$ cat src/rtl/awb_pkg.sv
package awb_pkg;
    localparam int GAIN_W    = 16;
    localparam int GAIN_FRAC = 8;
    localparam logic [GAIN_W-1:0] GAIN_ONE = GAIN_W'(1) << GAIN_FRAC;

    typedef enum logic [1:0] {
        ST_RUN,
        ST_KICK,
        ST_WAIT,
        ST_COMMIT
    } awb_state_e;
endpackage

$ cat src/rtl/awb_accum.sv
module awb_accum #(
    parameter int PIX_W = 8,
    parameter int SUM_W = 27
) (
    input  logic             clk,
    input  logic             rst_n,
    input  logic             en,
    input  logic             restart,
    input  logic [PIX_W-1:0] pix,
    output logic [SUM_W-1:0] sum
);
    always_ff @(posedge clk) begin
        if (!rst_n)
            sum <= '0;
        else if (en)
            sum <= restart ? SUM_W'(pix) : sum + SUM_W'(pix);
    end

    // within a frame the running total never decreases
    p_sum_grows_r1: assert property (@(posedge clk) disable iff (!rst_n)
        (en && !restart) |=> (sum >= $past(sum)));
endmodule

$ cat src/rtl/awb_divider.sv
module awb_divider import awb_pkg::*; #(
    parameter int SUM_W = 27
) (
    input  logic              clk,
    input  logic              rst_n,
    input  logic              start,
    input  logic [SUM_W-1:0]  num,
    input  logic [SUM_W-1:0]  den,
    output logic              done,
    output logic [GAIN_W-1:0] gain
);
    localparam int QW = SUM_W + GAIN_FRAC;
    localparam int CW = $clog2(QW + 1);

    logic [SUM_W-1:0] rem, den_q;
    logic [QW-1:0]    quo;
    logic [CW-1:0]    cnt;
    logic             busy;
    logic [SUM_W:0]   trial, diff;
    logic             ge;
    logic             unused_top;

    always_comb begin
        trial      = {rem, quo[QW-1]};
        diff       = trial - {1'b0, den_q};
        ge         = trial >= {1'b0, den_q};
        unused_top = diff[SUM_W];
    end

    always_ff @(posedge clk) begin
        if (!rst_n) begin
            rem   <= '0;
            quo   <= '0;
            den_q <= '0;
            cnt   <= '0;
            busy  <= 1'b0;
            done  <= 1'b0;
        end else if (start) begin
            rem   <= '0;
            quo   <= {num, {GAIN_FRAC{1'b0}}};
            den_q <= den;
            cnt   <= CW'(QW);
            busy  <= 1'b1;
            done  <= 1'b0;
        end else if (busy) begin
            rem <= ge ? diff[SUM_W-1:0] : trial[SUM_W-1:0];
            quo <= {quo[QW-2:0], ge};
            cnt <= cnt - 1'b1;
            if (cnt == CW'(1)) begin
                busy <= 1'b0;
                done <= 1'b1;
            end
        end else begin
            done <= 1'b0;
        end
    end

    always_comb begin
        if (den_q == '0)
            gain = GAIN_ONE;
        else if (|quo[QW-1:GAIN_W])
            gain = '1;
        else
            gain = quo[GAIN_W-1:0];
    end

    // a finished division leaves a remainder below the divisor
    p_rem_bound_r3: assert property (@(posedge clk) disable iff (!rst_n)
        (done && den_q != '0) |-> (rem < den_q));
endmodule

$ cat src/rtl/awb_scaler.sv
module awb_scaler import awb_pkg::*; #(
    parameter int PIX_W = 8
) (
    input  logic [PIX_W-1:0]  pix,
    input  logic [GAIN_W-1:0] gain,
    output logic [PIX_W-1:0]  res
);
    localparam int PW = PIX_W + GAIN_W;

    logic [PW-1:0] shifted;

    always_comb begin
        shifted = ({{GAIN_W{1'b0}}, pix} * {{PIX_W{1'b0}}, gain}) >> GAIN_FRAC;
        res     = (|shifted[PW-1:PIX_W]) ? '1 : shifted[PIX_W-1:0];
    end
endmodule

$ cat src/rtl/grayworld_awb.sv
module grayworld_awb import awb_pkg::*; #(
    parameter int PIX_W = 8,
    parameter int MAX_W = 720,
    parameter int MAX_H = 525
) (
    input  logic             clk,
    input  logic             rst_n,
    input  logic             in_valid,
    output logic             in_ready,
    input  logic [PIX_W-1:0] in_r,
    input  logic [PIX_W-1:0] in_g,
    input  logic [PIX_W-1:0] in_b,
    input  logic             in_sof,
    input  logic             in_eof,
    output logic             out_valid,
    output logic [PIX_W-1:0] out_r,
    output logic [PIX_W-1:0] out_g,
    output logic [PIX_W-1:0] out_b,
    output logic             out_sof,
    output logic             out_eof,
    output logic             gains_ready
);
    localparam int MAX_PIX = MAX_W * MAX_H;
    localparam int SUM_W   = $clog2(MAX_PIX * ((1 << PIX_W) - 1) + 1);

    awb_state_e state_q, state_d;

    logic                         accept, div_start;
    logic [2:0][PIX_W-1:0]        chan;
    logic [2:0][SUM_W-1:0]        sums;
    logic [1:0]                   div_done;
    logic [1:0][GAIN_W-1:0]       new_gain, gain_q;
    logic [1:0][PIX_W-1:0]        scaled;

    assign accept = in_valid && in_ready;
    assign chan   = {in_b, in_g, in_r};

    // state register
    always_ff @(posedge clk) begin
        if (!rst_n)
            state_q <= ST_RUN;
        else
            state_q <= state_d;
    end

    // next state
    always_comb begin
        state_d = state_q;
        unique case (state_q)
            ST_RUN:    if (accept && in_eof) state_d = ST_KICK;
            ST_KICK:   state_d = ST_WAIT;
            ST_WAIT:   if (&div_done) state_d = ST_COMMIT;
            ST_COMMIT: state_d = ST_RUN;
            default:   state_d = ST_RUN;
        endcase
    end

    // state-decoded outputs
    always_comb begin
        in_ready    = (state_q == ST_RUN);
        div_start   = (state_q == ST_KICK);
        gains_ready = (state_q == ST_COMMIT);
    end

    for (genvar c = 0; c < 3; c++) begin : g_acc
        awb_accum #(.PIX_W(PIX_W), .SUM_W(SUM_W)) u_acc (
            .clk     (clk),
            .rst_n   (rst_n),
            .en      (accept),
            .restart (in_sof),
            .pix     (chan[c]),
            .sum     (sums[c])
        );
    end

    for (genvar c = 0; c < 2; c++) begin : g_scale
        awb_divider #(.SUM_W(SUM_W)) u_div (
            .clk   (clk),
            .rst_n (rst_n),
            .start (div_start),
            .num   (sums[0]),
            .den   (sums[c+1]),
            .done  (div_done[c]),
            .gain  (new_gain[c])
        );
        awb_scaler #(.PIX_W(PIX_W)) u_sc (
            .pix  (chan[c+1]),
            .gain (gain_q[c]),
            .res  (scaled[c])
        );
    end

    always_ff @(posedge clk) begin
        if (!rst_n)
            gain_q <= {GAIN_ONE, GAIN_ONE};
        else if (state_q == ST_COMMIT)
            gain_q <= new_gain;
    end

    always_ff @(posedge clk) begin
        if (!rst_n) begin
            out_valid <= 1'b0;
            out_r     <= '0;
            out_g     <= '0;
            out_b     <= '0;
            out_sof   <= 1'b0;
            out_eof   <= 1'b0;
        end else begin
            out_valid <= accept;
            if (accept) begin
                out_r   <= in_r;
                out_g   <= scaled[0];
                out_b   <= scaled[1];
                out_sof <= in_sof;
                out_eof <= in_eof;
            end
        end
    end

    // input stalls right after the last pixel of a frame
    p_stall_after_eof_r2: assert property (@(posedge clk) disable iff (!rst_n)
        (accept && in_eof) |=> !in_ready);

    // red emerges unchanged one cycle after acceptance
    p_red_pass_r5: assert property (@(posedge clk) disable iff (!rst_n)
        accept |=> (out_valid && out_r == $past(in_r)));

    // gains only move on the commit pulse
    p_gain_hold_r8: assert property (@(posedge clk) disable iff (!rst_n)
        !$stable(gain_q) |-> $past(gains_ready));

    // the ready flag lasts a single cycle
    p_ready_pulse_r9: assert property (@(posedge clk) disable iff (!rst_n)
        gains_ready |=> !gains_ready);
endmodule

$ cat config.mk
export PLATFORM = sky130hd
export DESIGN_NAME = grayworld_awb
export DESIGN_NICKNAME = d
export VERILOG_FILES = /design/src/rtl/awb_pkg.sv /design/src/rtl/awb_accum.sv /design/src/rtl/awb_divider.sv /design/src/rtl/awb_scaler.sv /design/src/rtl/grayworld_awb.sv
export SDC_FILE = /design/constraint.sdc
export NUM_CORES = 1
export LEC_CHECK = 0
export BUFFER_PORTS_ARGS = -buffer_cell sky130_fd_sc_hd__buf_2
export CORE_MARGIN = 8
export CORE_UTILIZATION = 41
export CTS_BUF_LIST = sky130_fd_sc_hd__clkbuf_8 sky130_fd_sc_hd__clkbuf_16
export DETAILED_ROUTE_END_ITERATION = 6
export PLACE_DENSITY = 0.62
export SYNTH_ARGS = -nofsm -noshare
export SYNTH_HDL_FRONTEND = slang
export SYNTH_HIERARCHICAL = 1
export SYNTH_SLANG_ARGS = --single-unit
$ cat constraint.sdc
create_clock -name clk -period 6.5 [get_ports clk]
set_input_delay 0.65 -clock clk [delete_from_list [all_inputs] [get_ports clk]]
set_output_delay 0.65 -clock clk [all_outputs]
set_load 0.03 [all_outputs]
==> impl_metrics.json, run 1 <==
{
  "synth_top_cell_by_area": "dfxtp_1",
  "num-nets-final": 3570,
  "grt_overflow_total": 0,
  "reg2reg_slack_ns": 1.20,
  "rsz0062_at_grt": "no",
  "syn-num-nets": 3600,
  "syn_area_sq_um": 27800,
  "hold_viol": 0,
  "fin_total_pwr_mw": 11.9,
  "r2r-end": "out_g[0]",
  "start_util_pct": 41.4,
  "irDropWorstVdd_mv": 0.556,
  "slew_viol_final": 0,
  "ios": 58,
  "cp_max_fo": 9,
  "avgSynthCellArea_sq_um": 8.60,
  "yosysWarnings": 6,
  "antenna_found_initial": 3,
  "rows": 95,
  "route.detailed.drc": 0,
  "synthTopCellsByCount": "nand2_1 (376), dfxtp_1 (336), inv_1 (260), mux2i_1 (256), and2_1 (254)",
  "hold_end": "out_r[5]",
  "area_growth_pct": 7.96,
  "cellPowerDensity_nw_per_um2": 395,
  "cts_tree": "yes",
  "cap_violations": 0,
  "totalWireLength_mm": 66.4,
  "drt_iter0_markers": 1257,
  "synth_top_area_share_pct": 24.2,
  "min_path_cells": 3,
  "power.leakage_nw": 12.4,
  "gp_congestion": 0.868,
  "cts.sinks": 336,
  "ys_seq_elements": 336,
  "setup_violations": 0,
  "seq_area_frac_synth_pct": 24.2,
  "grt_usage_pct": 16.9,
  "postCtsSetupBuffers": 0,
  "portBuffers": 57,
  "cp-end-kind": "register",
  "wl_per_cell_microns": 16.2,
  "yosysMostFrequentCell": "nand2_1",
  "routed_via_density": 5.34,
  "grt_pass1_wl_mm": 111,
  "dp_hpwl_mm": 48.2,
  "cts.repair.resized": 0,
  "fin_worst_skew_ns": 0.0281,
  "status": "finished, final reports clean",
  "max-slew-margin-rel_pct": 37.0,
  "grt_max_degree": 116,
  "cts.path.max_buffers": 3,
  "htree_num_levels": 2,
  "core_sq_um": 67200,
  "fill_cells": 6613,
  "min_path_type": "in -> reg",
  "cp.required_ns": 6.96,
  "cp.arrival_ns": 5.76,
  "async_reset_ff_share_pct": 0,
  "synth_top_flop_cell": "dfxtp_1",
  "reg2regPathDepth": 17,
  "fmax_mhz": 189,
  "drive_above_1_share_pct": 7.30,
  "clock_latency_ns": 0.57,
  "critPathKind": "reg -> reg",
  "synth_cell_type_count": 90,
  "max_slew.worst_pin.slew_ns": 0.945,
  "die_h_microns": 276,
  "path_clk_slew_ns": 0.06,
  "synth-edff-count": 0,
  "dieArea_sq_um": 76400,
  "drt_first_pass_iters": 5,
  "synth_area_leaders": "dfxtp_1 (24%), fa_1 (12%), mux2i_1 (9.2%)",
  "syn_inst": 3231,
  "cts_buffers": 41,
  "drtAntennaViolNets": 0,
  "min_from": "in_r[5]",
  "dieWidth_microns": 276,
  "whs_ns": 0.392,
  "min_period_over_period_pct": 81.5,
  "cts-root-buf": "clkbuf_16",
  "first_global_vias": 21300,
  "cts_hold_buf": 0,
  "r2r-start": "gain_q[3]",
  "finalCriticalPeriod_ns": 5.30,
  "num_vias": 21900,
  "startpoint_type": "register",
  "finalSetupTns_ns": 0
}
## logic make-up (layout without fill, tap and decap cells)
family / count (synthesis) / after routing / synth area share [%]
and+or+nand+nor: 1125 / 1125 / 21.0
AOI/OAI and AO/OA: 683 / 683 / 17.1
buffers and inverters: 408 / 409 / 5.87
adders and majority gates: 340 / 340 / 19.9
DFF: 336 / 336 / 24.2
muxes: 258 / 258 / 9.33
xor gates and xnor gates: 81 / 81 / 2.55
other: 0 / 1 / 0
## power breakdown
group          switching [mW]  total (mW)  internal, mW
logic                    3.97        6.93          2.97
clock network           0.955        2.23          1.27
registers               0.345        2.70          2.36
## through the flow
stage,cells,cell area (sq um),worst slack [ns],utilization (%)
after floorplan,3231,27800,1.27,-
after global placement,4031,28700,0.856,42.7
after detailed placement,4031,28700,0.791,42.7
after CTS,4105,30000,1.22,44.7
after global routing,4105,30000,0.862,44.7
final,4106,30000,1.20,44.7
## critical path: stages, from the launching register on
cell and delay (ns):
dfxtp_1 0.54, and2_1 0.20, fa_1 0.44, fa_1 0.52
fa_1 0.55, inv_1 0.05, fa_1 0.55, inv_1 0.05
ha_1 0.38, a21oi_1 0.24, o21ai_1 0.10, a31oi_1 0.24
nor3_1 0.14, or4_1 0.49, a41oi_2 0.38, o211ai_2 0.15
nand2_1 0.11, a21boi_2 0.06
## registers in the layout, summed over array words and instances (netlist names), 8 cells and up
register / count
g_scale.u_div/rem: 54
gain_q: 32
g_scale.u_div/quo: 70
g_scale.u_div/cnt: 12
g_scale.u_div/den_q: 54
g_acc.u_acc/sum: 81
out_b: 8
out_g: 8
out_r: 8
## worst max-delay path by stage
| stage | endpoint | cells past startpoint | slack [ns] | startpoint |
|---|---|---|---|---|
| 2_1_floorplan | out_g[0] | 20 | 1.27 | in_g[4] |
| 3_3_place_gp | out_g[2] | 18 | 0.86 | in_g[7] |
| 3_5_place_dp | out_g[7] | 18 | 0.79 | in_g[7] |
| 4_1_cts | out_g[0] | 17 | 1.22 | gain_q[3] |
| 5_1_grt | out_g[7] | 18 | 0.86 | gain_q[8] |
| 6_report | out_g[0] | 17 | 1.20 | gain_q[3] |
## routing by layer
metal | wire length (microns) | GRT usage, % | up-vias
li1 | - | - | 11000
met4 | 1340 | 4.08 | 0
met3 | 2460 | 2.50 | 72
met1 | 32000 | 22.7 | 10500
met5 | 0 | 0 | -
met2 | 30600 | 28.3 | 321
## cell usage in the layout, fill, tap and decap left out, drive strengths merged, types with 10 or more instances in the layout
cell type	count
a2111oi	23
xnor2	49
a21o	23
o21a	67
nor2b	113
a21oi	159
and3	10
o21bai	18
buf	74
nor4	23
a21boi	40
dfxtp	336
nor3	28
o21ai	175
clkbuf	46
ha	169
or3	10
nand3	43
xor2	32
o31a	10
a31oi	23
and2	259
o211ai	28
nand2	380
nor2	114
mux2i	256
and4	10
nand2b	59
inv	275
fa	171
a211oi	36
nand4	42
## layout make-up
class	instances	area, sq um	area share [%]
Inverter	261	985	3.28
Clock inverter	28	204	0.680
Timing Repair Buffer	74	432	1.44
Sequential cell	336	6730	22.4
Clock buffer	46	1110	3.69
Antenna cell	1	2.50	0.00834
Tap cell	873	1090	3.64
Multi-Input combinational cell	2487	19500	64.8
Note: power is estimated with default switching activity, not from simulation.
==> inputs of run 2 (changes only) <==
--- a/config.mk
+++ b/config.mk
@@ -10,7 +10,7 @@
 export CORE_UTILIZATION = 41
 export CTS_BUF_LIST = sky130_fd_sc_hd__clkbuf_8 sky130_fd_sc_hd__clkbuf_16
 export DETAILED_ROUTE_END_ITERATION = 6
-export PLACE_DENSITY = 0.62
+export PLACE_DENSITY = 0.64
 export SYNTH_ARGS = -nofsm -noshare
 export SYNTH_HDL_FRONTEND = slang
 export SYNTH_HIERARCHICAL = 1
==> constraint.sdc (replaced) <==
create_clock -name clk -period 4.4 [get_ports clk]
set_input_delay 0.44 -clock clk [delete_from_list [all_inputs] [get_ports clk]]
set_output_delay 0.44 -clock clk [all_outputs]
set_load 0.03 [all_outputs]
==> impl_metrics.json, run 2 (same netlist as run 1, synthesis figures left out) <==
{
  "startpoint_type": "register",
  "path_cells": "and2_1 -> fa_1 -> inv_1 -> fa_1 -> fa_2 -> inv_1 -> fa_1 -> ha_4 -> buf_6 -> o211ai_1 -> o211ai_1 -> a221oi_2 -> a31oi_2 -> mux2i_2 -> a41oi_4 -> buf_12 -> nand3b_1 -> nand2_1 -> a21boi_2",
  "fmax_mhz": 209,
  "cts.path.max_buffers": 3,
  "area_growth_pct": 18.0,
  "cellPowerDensity_nw_per_um2": 557,
  "hold_viol": 0,
  "violations": "setup timing",
  "cpMostUsedCell": "fa_1",
  "dp_hpwl_mm": 52.7,
  "fin_worst_skew_ns": 0.0287,
  "final_common_cell": "nand2_1",
  "routed_via_density": 5.29,
  "status": "finished, violations left",
  "cp-end-kind": "register",
  "min_path_cells": 3,
  "max-slew-margin-rel_pct": 30.5,
  "drtAntennaViolNets": 0,
  "reg2regPathDepth": 19,
  "setup_violations": 16,
  "portBuffers": 57,
  "cts.sinks": 336,
  "drt_iter0_markers": 1207,
  "dieWidth_microns": 276,
  "regMostFlops": "g_acc.u_acc/sum",
  "cp.required_ns": 4.86,
  "grt_pass1_wl_mm": 116,
  "cts-root-buf": "clkbuf_16",
  "critPathKind": "reg -> reg",
  "power.leakage_nw": 13.7,
  "irDropWorstVdd_mv": 0.910,
  "dieArea_sq_um": 76400,
  "most-common-layout-cells": "nand2_1 (367), dfxtp_1 (310), inv_1 (260)",
  "grt_usage_pct": 17.8,
  "ios": 58,
  "cts_hold_buf": 0,
  "top_regs": "g_acc.u_acc/sum: 81 flops, g_scale.u_div/quo: 70 flops",
  "drive_above_1_share_pct": 17.9,
  "finalCriticalPeriod_ns": 4.80,
  "r2r-end": "out_g[6]",
  "drt_first_pass_iters": 5,
  "max_slew.worst_pin.slew_ns": 1.04,
  "cap_violations": 0,
  "num-nets-final": 3791,
  "rows": 95,
  "rsz0062_at_grt": "yes",
  "route.detailed.drc": 0,
  "min_from": "in_r[6]",
  "cp_slowest_cell": "fa_2",
  "start_util_pct": 41.4,
  "slew_viol_final": 0,
  "min_path_type": "in -> reg",
  "cts_buffers": 40,
  "min_period_over_period_pct": 109,
  "r2r-start": "gain_q[7]",
  "first_global_vias": 22500,
  "path_clk_slew_ns": 0.06,
  "grt_max_degree": 90,
  "core_sq_um": 67200,
  "path_delay_family": "adder cells",
  "die_h_microns": 276,
  "totalWireLength_mm": 70.4,
  "htree_num_levels": 2,
  "largest_reg_flops": 81,
  "timing.final.ws_setup_ns": -0.395,
  "path_buf_inv": 4,
  "cp_slowest_stage_delay_ns": 0.57,
  "finalSetupTns_ns": -5.26,
  "cts_tree": "yes",
  "grt_overflow_total": 0,
  "num_vias": 22900,
  "fin_total_pwr_mw": 18.3,
  "clock_latency_ns": 0.57,
  "reg2reg_slack_ns": -0.40,
  "wl_per_cell_microns": 16.3,
  "cp_max_fo": 8,
  "antenna_found_initial": 9,
  "path_depth": 19,
  "cp.arrival_ns": 5.25,
  "hold_end": "out_r[6]",
  "gp_congestion": 0.880
}
## run 2: worst reg2reg max path, delay by kind of cell (launching register included)
kind	cells	cell delay, ns
muxes	1	0.20
and+or+nand+nor	3	0.35
DFF	1	0.37
adders and majority gates	5	2.30
buffers and inverters	4	0.38
AOI/OAI and AO/OA	6	1.09
## run 2: report_power, final
| group | total [mW] | leakage (nW) | switching (mW) | internal [mW] |
|---|---|---|---|---|
| clock | 3.72 | 0.739 | 1.42 | 2.30 |
| combinational | 10.6 | 10.2 | 6.00 | 4.56 |
| sequential | 3.99 | 2.74 | 0.517 | 3.47 |
| total | 18.3 | 13.7 | 7.94 | 10.3 |
## run 2: final cells by class
type	instances	area [sq um]
repair buffers	296	2160
flip-flops and latches	336	6790
well taps	873	1090
multi-input cells	2487	20300
clock inverters	24	359
inverters	261	985
diodes	5	12.5
fillers	6390	34400
clock buffers	49	1120
## run 2: worst max-delay path by stage
stage	to	from	slack, ns
floorplan	out_b[4]	in_b[7]	-0.38
global placement	out_g[5]	in_g[4]	-0.77
detailed placement	out_g[1]	in_g[4]	-0.84
CTS	out_g[0]	gain_q[8]	-0.34
global route	out_g[4]	gain_q[8]	-0.55
finish	out_g[6]	gain_q[7]	-0.40
## run 2: per-layer routing
layer / wire [microns] / track usage [%]
met3: 3030 / 2.57
met2: 32500 / 29.8
met4: 1560 / 4.44
met1: 33200 / 24.0
met5: 27 / 0
## run 2: stage by stage
step           std cells  worst slack, ns  hold slack [ns]  utilization, %  area, sq um
3_3_place_gp        4232           -0.772            0.452            45.3        30400
4_1_cts             4312           -0.340            0.121            48.2        32400
3_5_place_dp        4232           -0.841            0.448            45.3        30400
5_1_grt             4326           -0.553            0.152            48.8        32800
2_1_floorplan       3231           -0.382            0.437               -        28100
6_report            4331           -0.395            0.157            48.8        32800
## run 2: what timing repair did
action	CTS	global route
pin swaps	47	45
endpoints found under the hold margin	0	0
buffers inserted	7	14
endpoints found under the setup margin	16	16
gates resized for setup	112	62
==> inputs of run 3 (changes only) <==
--- a/config.mk
+++ b/config.mk
@@ -15,3 +15,4 @@
 export SYNTH_HDL_FRONTEND = slang
 export SYNTH_HIERARCHICAL = 1
 export SYNTH_SLANG_ARGS = --single-unit
+export TNS_END_PERCENT = 10
==> impl_metrics.json, run 3 (same netlist as run 1, synthesis figures left out) <==
{
  "top_regs": "g_acc.u_acc/sum: 81 flops, g_scale.u_div/quo: 70 flops",
  "violations": "setup timing",
  "post-place-ws_ns": -0.883,
  "grt_overflow_total": 0,
  "irDropWorstVdd_mv": 0.877,
  "fill_cells": 6329,
  "critPathKind": "reg -> reg",
  "num-nets-final": 3785,
  "cp.required_ns": 4.90,
  "fmax_mhz": 210,
  "core_sq_um": 67200,
  "clock_latency_ns": 0.60,
  "start_util_pct": 41.4,
  "wl_per_cell_microns": 15.7,
  "route.detailed.drc": 0,
  "dp_hpwl_mm": 51.1,
  "most-common-layout-cells": "nand2_1 (371), dfxtp_1 (309), inv_1 (262)",
  "fin_util_pct": 48.6,
  "grt_max_degree": 80,
  "cts.sinks": 336,
  "cp_max_fo": 8,
  "min_period_over_period_pct": 108,
  "antenna_found_initial": 1,
  "ios": 58,
  "power.leakage_nw": 13.5,
  "max_slew.worst_pin.slew_ns": 1.04,
  "drtAntennaViolNets": 0,
  "routed_via_density": 5.27,
  "cts_hold_buf": 0,
  "drt_first_pass_iters": 5,
  "fin_worst_skew_ns": 0.0604,
  "largest_reg_flops": 81,
  "area_growth_pct": 17.3,
  "cts.path.max_buffers": 3,
  "diodes": 0,
  "slew_viol_final": 0,
  "first_global_vias": 22300,
  "setup_violations": 16,
  "path_clk_slew_ns": 0.06,
  "max-slew-margin-rel_pct": 31.0,
  "hold_viol": 0,
  "grt_usage_pct": 17.3,
  "portBuffers": 57,
  "cts_buffers": 40,
  "status": "finished, violations left",
  "cap_violations": 0,
  "grt_pass1_wl_mm": 114,
  "cts_tree": "yes",
  "totalWireLength_mm": 68.0,
  "regMostFlops": "g_acc.u_acc/sum",
  "drive_above_1_share_pct": 17.2,
  "whs_ns": 0.108,
  "cts-root-buf": "clkbuf_16",
  "htree_num_levels": 2,
  "gp_congestion": 0.882,
  "num_vias": 22800,
  "cellPowerDensity_nw_per_um2": 542,
  "finalCriticalPeriod_ns": 4.77,
  "multiInputGateArea_sq_um": 20300,
  "cp-end-kind": "register",
  "rows": 95,
  "die_h_microns": 276,
  "timing.final.ws_setup_ns": -0.370,
  "cp.arrival_ns": 5.27,
  "dieWidth_microns": 276,
  "startpoint_type": "register",
  "regArea_sq_um": 6790,
  "final_common_cell": "nand2_1",
  "min_path_type": "in -> reg",
  "dieArea_sq_um": 76400,
  "rsz0062_at_grt": "yes",
  "drt_iter0_markers": 1357
}
-- run 3: metrics by stage --
stage | cells | TNS, ns | cell area, sq um | total power [mW]
6_report | 4320 | -4.71 | 32600 | 17.7
5_1_grt | 4320 | -7.96 | 32600 | 19.0
4_1_cts | 4316 | -4.29 | 32300 | 17.7
3_5_place_dp | 4231 | -13.80 | 30300 | 14.2
3_3_place_gp | 4231 | -12.34 | 30300 | 14.2
2_1_floorplan | 3231 | -5.85 | 28000 | 12.3
-- run 3: layout make-up --
class                   count  share of cell area (%)
clock buffers              48                    3.41
clock inverters            25                   0.767
inverters                 261                    3.02
multi-input cells        2487                    62.2
flip-flops and latches    336                    20.8
well taps                 873                    3.35
repair buffers            290                    6.41
-- run 3: final timing paths --
kind                                 start       end  slack, ns  depth (start not counted)
worst min register to register    out_r[6]  out_r[6]       0.46                          2
worst min-delay path                in_eof   out_eof       0.11                          3
worst max-delay path            gain_q[25]  out_b[3]      -0.37                         16
worst max register to register  gain_q[25]  out_b[3]      -0.37                         16
-- run 3: power breakdown --
| part | internal [mW] | switching [mW] |
|---|---|---|
| logic | 4.49 | 5.84 |
| clock network | 1.94 | 1.42 |
| registers | 3.48 | 0.497 |
| total | 9.90 | 7.76 |
-- run 3: per-layer routing --
metal	track usage, %	share of wire [%]	up-vias
li1	-	-	11500
met1	24.1	50	10900
met2	28.5	45	361
met3	2.35	3.9	87
met4	3.74	1.8	0
met5	0	0	-
-- run 3: critical path, cell delays in order, from the launching register on --
cell	delay [ns]
dfxtp_4	0.37
and2_4	0.16
fa_1	0.53
inv_1	0.05
fa_1	0.45
fa_1	0.49
inv_1	0.05
fa_1	0.51
ha_4	0.34
nand4_1	0.21
nor2_2	0.21
a211oi_4	0.09
a311o_2	0.56
a2111oi_4	0.38
nand2_1	0.13
nand2_1	0.09
a21boi_2	0.05
-- run 3: timing repair --
| action | in CTS | in global routing |
|---|---|---|
| endpoints found under the setup margin | 16 | 16 |
| resized for setup | 125 | 52 |
| setup buffers | 12 | 4 |
| pin swaps | 80 | 37 |
